### config.mk
export PLATFORM = sky130hd
export DESIGN_NAME = wtCacheCtrl
export DESIGN_NICKNAME = d
export VERILOG_FILES = /design/src/rtl/wtCachePkg.sv /design/src/rtl/wtCtrlDatapath.sv /design/src/rtl/wtCtrlFsm.sv /design/src/rtl/wtCacheCtrl.sv
export SDC_FILE = /design/constraint.sdc
export NUM_CORES = 1
export LEC_CHECK = 0
export CORE_MARGIN = 5
export CORE_UTILIZATION = 30
export DETAILED_ROUTE_END_ITERATION = 10
export SYNTH_ARGS = -nofsm -noshare
export SYNTH_HDL_FRONTEND = slang
export SYNTH_SLANG_ARGS = --single-unit
### constraint.sdc
create_clock -name clk -period 2.3 [get_ports clk]
set_clock_uncertainty 0.05 [all_clocks]
set_input_delay 0.23 -clock clk [delete_from_list [all_inputs] [get_ports clk]]
set_output_delay 0.23 -clock clk [all_outputs]
set_load 0.01 [all_outputs]
### src/rtl/wtCachePkg.sv
package wtCachePkg;

  typedef enum logic [3:0] {
    S_IDLE,
    S_RDREQ,
    S_FILLWAIT,
    S_FILLACK,
    S_FILLLAST,
    S_WRADDR,
    S_WRDATA,
    S_DONE,
    S_HOLD
  } ctrlState_e;

  typedef enum logic [1:0] {
    BUS_OFF,
    BUS_LINE,
    BUS_WORD,
    BUS_DATA
  } busSel_e;

  // control -> datapath
  typedef struct packed {
    logic    capture;
    logic    clrCount;
    logic    stepCount;
    busSel_e busSel;
  } ctrlStrobe_t;

  // datapath -> control
  typedef struct packed {
    logic hitHeld;
    logic lastWord;
  } dpStatus_t;

endpackage

### src/rtl/wtCtrlDatapath.sv
module wtCtrlDatapath
  import wtCachePkg::*;
#(
  parameter int BUS_W      = 16,
  parameter int LINE_WORDS = 4,
  parameter int OFF_W      = (LINE_WORDS > 1) ? $clog2(LINE_WORDS) : 1
) (
  input  logic             clk,
  input  logic             rst,
  input  ctrlStrobe_t      strb,
  input  logic [BUS_W-1:0] accAddr,
  input  logic [BUS_W-1:0] accWrData,
  input  logic             hitIn,
  output dpStatus_t        status,
  output logic [OFF_W-1:0] fillOffset,
  output logic [BUS_W-1:0] busOut,
  output logic             busDrive
);

  localparam logic [BUS_W-1:0] LINE_MASK = ~(BUS_W'(LINE_WORDS - 1));
  localparam logic [OFF_W-1:0] LAST_OFF  = OFF_W'(LINE_WORDS - 1);

  logic [BUS_W-1:0] addrHeld;
  logic [BUS_W-1:0] dataHeld;
  logic             hitHeld;
  logic [OFF_W-1:0] wordCnt;

  // access capture
  always_ff @(posedge clk) begin
    if (rst) begin
      addrHeld <= '0;
      dataHeld <= '0;
      hitHeld  <= 1'b0;
    end else if (strb.capture) begin
      addrHeld <= accAddr;
      dataHeld <= accWrData;
      hitHeld  <= hitIn;
    end
  end

  // fill offset counter
  always_ff @(posedge clk) begin
    if (rst || strb.clrCount) begin
      wordCnt <= '0;
    end else if (strb.stepCount) begin
      wordCnt <= wordCnt + 1'b1;
    end
  end

  // shared bus mux
  always_comb begin
    unique case (strb.busSel)
      BUS_LINE: busOut = addrHeld & LINE_MASK;
      BUS_WORD: busOut = addrHeld;
      BUS_DATA: busOut = dataHeld;
      default:  busOut = '0;
    endcase
  end

  assign busDrive        = (strb.busSel != BUS_OFF);
  assign fillOffset      = wordCnt;
  assign status.hitHeld  = hitHeld;
  assign status.lastWord = (wordCnt == LAST_OFF);

endmodule

### src/rtl/wtCtrlFsm.sv
module wtCtrlFsm
  import wtCachePkg::*;
(
  input  logic        clk,
  input  logic        rst,
  input  logic        accStrobe,
  input  logic        accWrite,
  input  logic        hitIn,
  input  logic        memRdy,
  input  logic        memWordRdy,
  input  logic        memWrAck,
  input  dpStatus_t   status,
  output ctrlStrobe_t strb,
  output logic        rdReq,
  output logic        rdAccept,
  output logic        wrReq,
  output logic        fillEn,
  output logic        wrEn,
  output logic        accDone
);

  ctrlState_e state, nextState;

  always_ff @(posedge clk) begin
    if (rst) state <= S_IDLE;
    else     state <= nextState;
  end

  always_comb begin
    nextState      = state;
    strb.capture   = 1'b0;
    strb.clrCount  = 1'b0;
    strb.stepCount = 1'b0;
    strb.busSel    = BUS_OFF;
    rdReq          = 1'b0;
    rdAccept       = 1'b0;
    wrReq          = 1'b0;
    fillEn         = 1'b0;
    wrEn           = 1'b0;
    accDone        = 1'b0;

    unique case (state)
      S_IDLE: begin
        if (accStrobe) begin
          strb.capture = 1'b1;
          if (accWrite)   nextState = S_WRADDR;
          else if (hitIn) nextState = S_DONE;
          else            nextState = S_RDREQ;
        end
      end
      S_RDREQ: begin
        rdReq         = 1'b1;
        strb.busSel   = BUS_LINE;
        strb.clrCount = 1'b1;
        if (memRdy) nextState = S_FILLWAIT;
      end
      S_FILLWAIT: begin
        if (memWordRdy) begin
          fillEn         = 1'b1;
          rdAccept       = 1'b1;
          strb.stepCount = 1'b1;
          nextState      = status.lastWord ? S_FILLLAST : S_FILLACK;
        end
      end
      S_FILLACK: begin
        rdAccept = 1'b1;
        if (!memWordRdy) nextState = S_FILLWAIT;
      end
      S_FILLLAST: begin
        rdAccept = 1'b1;
        if (!memWordRdy) nextState = S_DONE;
      end
      S_WRADDR: begin
        wrReq       = 1'b1;
        strb.busSel = BUS_WORD;
        if (memWrAck) nextState = S_WRDATA;
      end
      S_WRDATA: begin
        strb.busSel = BUS_DATA;
        if (!memWrAck) begin
          if (status.hitHeld) begin
            wrEn      = 1'b1;
            nextState = S_DONE;
          end else begin
            nextState = S_RDREQ;
          end
        end
      end
      S_DONE: begin
        accDone   = 1'b1;
        nextState = S_HOLD;
      end
      S_HOLD: begin
        if (!accStrobe) nextState = S_IDLE;
      end
      default: nextState = S_IDLE;
    endcase
  end

endmodule

### src/rtl/wtCacheCtrl.sv
module wtCacheCtrl
  import wtCachePkg::*;
#(
  parameter int BUS_W      = 16,
  parameter int LINE_WORDS = 4,
  localparam int OFF_W     = (LINE_WORDS > 1) ? $clog2(LINE_WORDS) : 1
) (
  input  logic             clk,
  input  logic             rst,
  input  logic             accStrobe,
  input  logic             accWrite,
  input  logic [BUS_W-1:0] accAddr,
  input  logic [BUS_W-1:0] accWrData,
  input  logic             hitIn,
  output logic             accDone,
  input  logic             memRdy,
  input  logic             memWordRdy,
  input  logic             memWrAck,
  output logic             rdReq,
  output logic             rdAccept,
  output logic             wrReq,
  output logic [BUS_W-1:0] busOut,
  output logic             busDrive,
  output logic             fillEn,
  output logic             wrEn,
  output logic [OFF_W-1:0] fillOffset
);

  ctrlStrobe_t ctrlStrb;
  dpStatus_t   dpStat;

  wtCtrlFsm uFsm (
    .clk        (clk),
    .rst        (rst),
    .accStrobe  (accStrobe),
    .accWrite   (accWrite),
    .hitIn      (hitIn),
    .memRdy     (memRdy),
    .memWordRdy (memWordRdy),
    .memWrAck   (memWrAck),
    .status     (dpStat),
    .strb       (ctrlStrb),
    .rdReq      (rdReq),
    .rdAccept   (rdAccept),
    .wrReq      (wrReq),
    .fillEn     (fillEn),
    .wrEn       (wrEn),
    .accDone    (accDone)
  );

  wtCtrlDatapath #(
    .BUS_W      (BUS_W),
    .LINE_WORDS (LINE_WORDS),
    .OFF_W      (OFF_W)
  ) uDp (
    .clk        (clk),
    .rst        (rst),
    .strb       (ctrlStrb),
    .accAddr    (accAddr),
    .accWrData  (accWrData),
    .hitIn      (hitIn),
    .status     (dpStat),
    .fillOffset (fillOffset),
    .busOut     (busOut),
    .busDrive   (busDrive)
  );

endmodule

==> qor.csv, run 1 <==
metric,value,unit
hold_path_end,uDp.addrHeld[2]$_SDFFE_PP0P_,
power,0.00240,W
clkSlewWorstSetupHoldPaths,80,ps
hold_viol,0,
insertion_delay,280,ps
cp.required,2020,ps
whs,405,ps
drt_iter0_markers,70,
status,finished clean,
powerDensity,906,mW/mm^2
clock-sinks,39,
diodes,0,
cts_root_buf,clkbuf_8,
top_level_ports,65,
p_leak,1.00,nW
period_share,0.945,
critPathLaunchType,flop,
synthToLayoutAreaGrowth,49.5,%
drcViolationCount,0,
synth_warnings,0,
avgViaCountPerCell,4.77,
placedCellCount,359,
ys_ff_latch,39,
htree_num_levels,2,
wl_per_cell,13.3,um
syn_inst,228,
async_reset_ff_frac,0,
grt_pass1_wl,7880,um
crit_type,reg2out,
cp_max_fo,18,
cts_tree,built,
drive_above_1_share,0.0822,
synth.net_count,269,
ys_seq_area_frac,0.440,
clockBufferDepth,2,
vias,1750,
fin_cells,367,
numPortBuffers,64,
syn_area,0.00178,sq mm
max_freq,460,MHz
gr-total-overflow,0,
fp-row-count,28,
synth.distinct_cells,33,
vdd_drop_max,0.327,mV
cp-end-kind,primary output,
r2r_slack,610,ps
mostFrequentLayoutCell,nand2_1,
nets,332,
grt_max_degree,34,
slew_headroom,0.760,
cts.repair.resized,1,
design.die.area,0.00756,sq mm
floorplan.initialDensity,0.303,
cts.hold.buffers_added,0,
cap_violations,0,
post_cts_buffers,0,
rsz0062_at_grt,no,
synth-edff-count,0,
final_util,0.454,
worstHoldPathCells,2,
num-fill-cells,581,
finalMaxSlewViolations,0,
antenna_found_initial,0,
hold_path_class,reg2reg,
grtUsageTotal,0.131,
fin_tns_setup,0,ps
first_global_vias,1645,
r2r-start,uFsm.state[1]$_SDFFE_PP0P_,
setup_violations,0,
hpwl,3510,um
avgSynthCellArea,7.79,sq um
die_y,86.9,um
most-common-layout-cells,"nand2_1, clkdlybuf4s50_1, dfxtp_1, a21oi_1, a22o_1",
drt-total-wl,4890,um
critPathArrivalTime,1890,ps
period_minus_slack,2170,ps
synth_ff_type,dfxtp_1,
fp.dieW,86.9,um
antenna_left,0,
cts_buffers,5,
r2r-end,uFsm.state[0]$_SDFFE_PP0P_,
r2r_cells,5,
worstHoldStart,uDp.addrHeld[2]$_SDFFE_PP0P_,
core_area,0.00585,sq mm
drtPass1Iterations,4,
gp_congestion,0.841,
worst_pin_slew,358,ps
[cells in the mapped netlist, drive strengths merged, types with 2 or more instances]
| master | n | share of area |
|---|---|---|
| mux2i | 4 | 0.023 |
| a31oi | 2 | 0.0070 |
| and3 | 2 | 0.0070 |
| o21ai | 5 | 0.016 |
| clkbuf | 8 | 0.017 |
| or3 | 2 | 0.0070 |
| nand2b | 4 | 0.014 |
| nand2 | 69 | 0.15 |
| buf | 10 | 0.028 |
| nand3 | 2 | 0.0056 |
| a21oi | 36 | 0.10 |
| nor2 | 7 | 0.015 |
| a22o | 16 | 0.079 |
| dfxtp | 39 | 0.44 |
| or2b | 2 | 0.0085 |
| inv | 3 | 0.0063 |
| nor3 | 4 | 0.011 |
[metrics by stage]
step	cell area, sq um	worst slack, ps
finish	2650	127
global route	2650	20.9
CTS	2650	67.6
detailed placement	2530	243
global placement	2530	292
floorplan	1780	760
[routing by layer]
metal / wire length [um] / up-vias / global-route usage
met5: 0 / - / 0
met3: 351 / 2 / 0.0350
met4: 26 / 0 / 0.0382
li1: - / 903 / -
met2: 2250 / 59 / 0.207
met1: 2260 / 786 / 0.176
[sequential cells by signal, summed over array words and instances (netlist names)]
name            count
uDp.addrHeld       16
uDp.dataHeld       16
uDp.fillOffset      2
uDp.hitHeld         1
uFsm.state          4
[critical path: stages (launching register included)]
cell	delay (ps)
dfxtp_1	330
nor2b_1	180
and3_1	220
buf_12	160
and3b_1	180
clkdlybuf4s50_1	530
[worst max-delay path by stage]
stage	slack [ps]	endpoint	cells past startpoint	from
6_report	130	wrEn	5	uFsm.state[2]$_SDFFE_PP0P_
5_1_grt	20	busOut[4]	5	uFsm.state[2]$_SDFFE_PP0P_
4_1_cts	70	busOut[7]	5	uFsm.state[1]$_SDFFE_PP0P_
3_5_place_dp	240	busOut[7]	5	uFsm.state[0]$_SDFFE_PP0P_
3_3_place_gp	290	busOut[7]	5	uFsm.state[0]$_SDFFE_PP0P_
2_1_floorplan	760	busOut[15]	6	uFsm.state[0]$_SDFFE_PP0P_
[cell type report]
cell class	count	area, sq um	area share
Clock buffer	6	82.6	0.0311
Clock inverter	2	35.0	0.0132
Inverter	3	11.3	0.00424
Multi-Input combinational cell	168	906	0.341
Sequential cell	39	785	0.296
Tap cell	75	93.8	0.0354
Timing Repair Buffer	74	741	0.279
[kinds of logic after synthesis]
kind of cell / after synthesis / synth area share
adders and majority gates: 1 / 0.00705
buffers and inverters: 21 / 0.0514
DFF: 39 / 0.440
and+or+nand+nor: 101 / 0.258
xor gates and xnor gates: 1 / 0.00493
muxes: 4 / 0.0226
AOI/OAI and AO/OA: 61 / 0.216
[where the power goes]
| group | leakage [nW] | internal (W) | switching [W] |
|---|---|---|---|
| logic | 0.623 | 0.000426 | 0.000473 |
| registers | 0.320 | 0.000825 | 0.0000984 |
| clock network | 0.0612 | 0.000351 | 0.000231 |
Power figures use the tool's default switching activity.
==> run 2: changes to the inputs <==
--- a/config.mk
+++ b/config.mk
@@ -8,6 +8,7 @@
 export CORE_MARGIN = 5
 export CORE_UTILIZATION = 30
 export DETAILED_ROUTE_END_ITERATION = 10
+export REMOVE_ABC_BUFFERS = 1
 export SYNTH_ARGS = -nofsm -noshare
 export SYNTH_HDL_FRONTEND = slang
 export SYNTH_SLANG_ARGS = --single-unit
==> run 2 against run 1 <==
- cell area is 1.3% lower
- critical path type unchanged
- final cell count is 0.27% lower
- first-iteration DRC count is 23% higher
- setup slack better by 25 ps
- largest cell class unchanged
- register-to-register slack hardly changed
==> qor.csv, run 2 (synthesis gave the netlist of run 1 again) <==
metric,value,unit,change
clock-sinks,39,,unchanged
gr-total-overflow,0,,unchanged
gp_congestion,0.821,,-2.4%
antenna_left,0,,unchanged
r2r-start,uFsm.state[1]$_SDFFE_PP0P_,,
wl_per_cell,13.1,um,-1.5%
drive_above_1_share,0.0825,,+0.000282
r2r_slack,620,ps,about the same
antenna_found_initial,0,,unchanged
pre_cts_slack,247,ps,+4.10 ps
p_leak,0.986,nW,-1.8%
crit_type,reg2out,,
drcViolationCount,0,,unchanged
grt_pass1_wl,7650,um,-2.9%
cts_tree,built,,
htree_num_levels,2,,unchanged
cts_root_buf,clkbuf_8,,
fp.dieW,86.9,um,unchanged
drtPass1Iterations,4,,unchanged
floorplan.initialDensity,0.303,,unchanged
slew_headroom,0.737,,-0.0231
status,finished clean,,
insertion_delay,280,ps,about the same
worstPathCellList,"nand2b_1, nor2_2, buf_4, a22o_1, clkdlybuf4s50_1",,
grt_max_degree,34,,unchanged
top_level_ports,65,,unchanged
hold_path_end,uDp.addrHeld[13]$_SDFFE_PP0P_,,
mostFrequentLayoutCell,nand2_1,,
most-common-layout-cells,"nand2_1, clkdlybuf4s50_1, dfxtp_1, a21oi_1, a22o_1",,
setup_violations,0,,unchanged
period_share,0.934,,-0.0107
numPortBuffers,64,,unchanged
vdd_drop_max,0.509,mV,+56%
vias,1709,,-2.3%
clockBufferDepth,2,,unchanged
finalMaxSlewViolations,0,,unchanged
grtUsageTotal,0.130,,-0.00128
powerDensity,879,mW/mm^2,-2.9%
hold_path_class,reg2reg,,
synthToLayoutAreaGrowth,47.6,%,
worst_pin_slew,392,ps,+34.5 ps
nets,331,,-0.30%
worstHoldPathCells,2,,unchanged
cap_violations,0,,unchanged
avgViaCountPerCell,4.67,,-2.1%
rsz0062_at_grt,no,,
max_stage_delay,530,ps,about the same
hold_viol,0,,unchanged
r2r_cells,5,,unchanged
critPathArrivalTime,1870,ps,-20 ps
drt_iter0_markers,86,,+23%
design.die.area,0.00756,sq mm,unchanged
worstHoldStart,uDp.addrHeld[13]$_SDFFE_PP0P_,,
r2r-end,uFsm.state[1]$_SDFFE_PP0P_,,
whs,406,ps,+0.583 ps
fp-row-count,28,,unchanged
first_global_vias,1623,,-1.3%
cp_max_fo,8,,-10
drt-total-wl,4800,um,-1.8%
clkSlewWorstSetupHoldPaths,70,ps,about the same
worst_path_max_delay_cell,clkdlybuf4s50_1,,
diodes,0,,unchanged
timing.final.ws_setup,152,ps,+24.7 ps
hpwl,3380,um,-3.5%
core_area,0.00585,sq mm,unchanged
post_cts_buffers,0,,unchanged
top_regs,"uDp.addrHeld: 16 flops, uDp.dataHeld: 16 flops, uFsm.state: 4 flops",,
cts.repair.resized,1,,unchanged
period_minus_slack,2150,ps,-24.7 ps
critPathLaunchType,flop,,
die_y,86.9,um,unchanged
cp-end-kind,primary output,,
cts_buffers,5,,unchanged
fin_tns_setup,0,ps,unchanged
cp.required,2020,ps,about the same
cts.hold.buffers_added,0,,unchanged
max_freq,466,MHz,+1.2%
-- run 2: cell count changes in the layout (fill, tap and decap cells not counted) --
cell       before  now
buf_12          2    1
bufinv_16       1    0
clkbuf_1        0    1
clkbuf_8        6    7
clkinv_2        1    0
dfxtp_1        38   37
dfxtp_2         0    1
nor2b_1         1    0
nor2b_2         0    1
-- run 2: metal layers --
| metal | vias up | share of wire | track usage |
|---|---|---|---|
| met3 | 5 | 0.061 | 0.0284 |
| met5 | - | 0 | 0 |
| met4 | 0 | 0.011 | 0.0552 |
| met2 | 44 | 0.45 | 0.202 |
| met1 | 764 | 0.48 | 0.174 |
| li1 | 896 | - | - |
-- run 2: worst max path at each step --
stage / endpoint / from / cells after the start / slack (ps)
floorplan: wrEn / uFsm.state[2]$_SDFFE_PP0P_ / 3 / 600
finish: busOut[2] / uFsm.state[1]$_SDFFE_PP0P_ / 5 / 150
global placement: busOut[11] / uFsm.state[0]$_SDFFE_PP0P_ / 5 / 250
CTS: busOut[13] / uFsm.state[3]$_SDFFE_PP0P_ / 5 / 40
global route: busOut[15] / uFsm.state[1]$_SDFFE_PP0P_ / 5 / 20
detailed placement: busOut[11] / uFsm.state[0]$_SDFFE_PP0P_ / 5 / 250
-- run 2: per-stage QoR --
| stage | area (sq um) | util | power (W) | cells |
|---|---|---|---|---|
| 6_report | 2620 | 0.448 | 0.00230 | 366 |
| 5_1_grt | 2620 | 0.448 | 0.00247 | 366 |
| 4_1_cts | 2610 | 0.446 | 0.00233 | 366 |
| 3_3_place_gp | 2510 | 0.429 | 0.00182 | 358 |
| 2_1_floorplan | 1700 | - | 0.00141 | 210 |
| 3_5_place_dp | 2510 | 0.429 | 0.00182 | 358 |
-- run 2: power breakdown --
group	internal, W	switching, W
logic	0.000408	0.000469
registers	0.000825	0.000101
clock network	0.000274	0.000227
total	0.00151	0.000797
-- run 2: cell type report --
cell class | count | area, sq um
Fill cell | 630 | 3230
Multi-Input combinational cell | 168 | 908
Sequential cell | 39 | 786
Timing Repair Buffer | 73 | 721
Clock buffer | 8 | 100
Tap cell | 75 | 93.8
Inverter | 3 | 11.3
-- run 2: worst max-delay path, delay by kind of cell, from the launching register on --
kind	cells	cell delay [ps]
simple gates	2	360
compound gates	1	140
buf+inv	2	710
flops	1	370
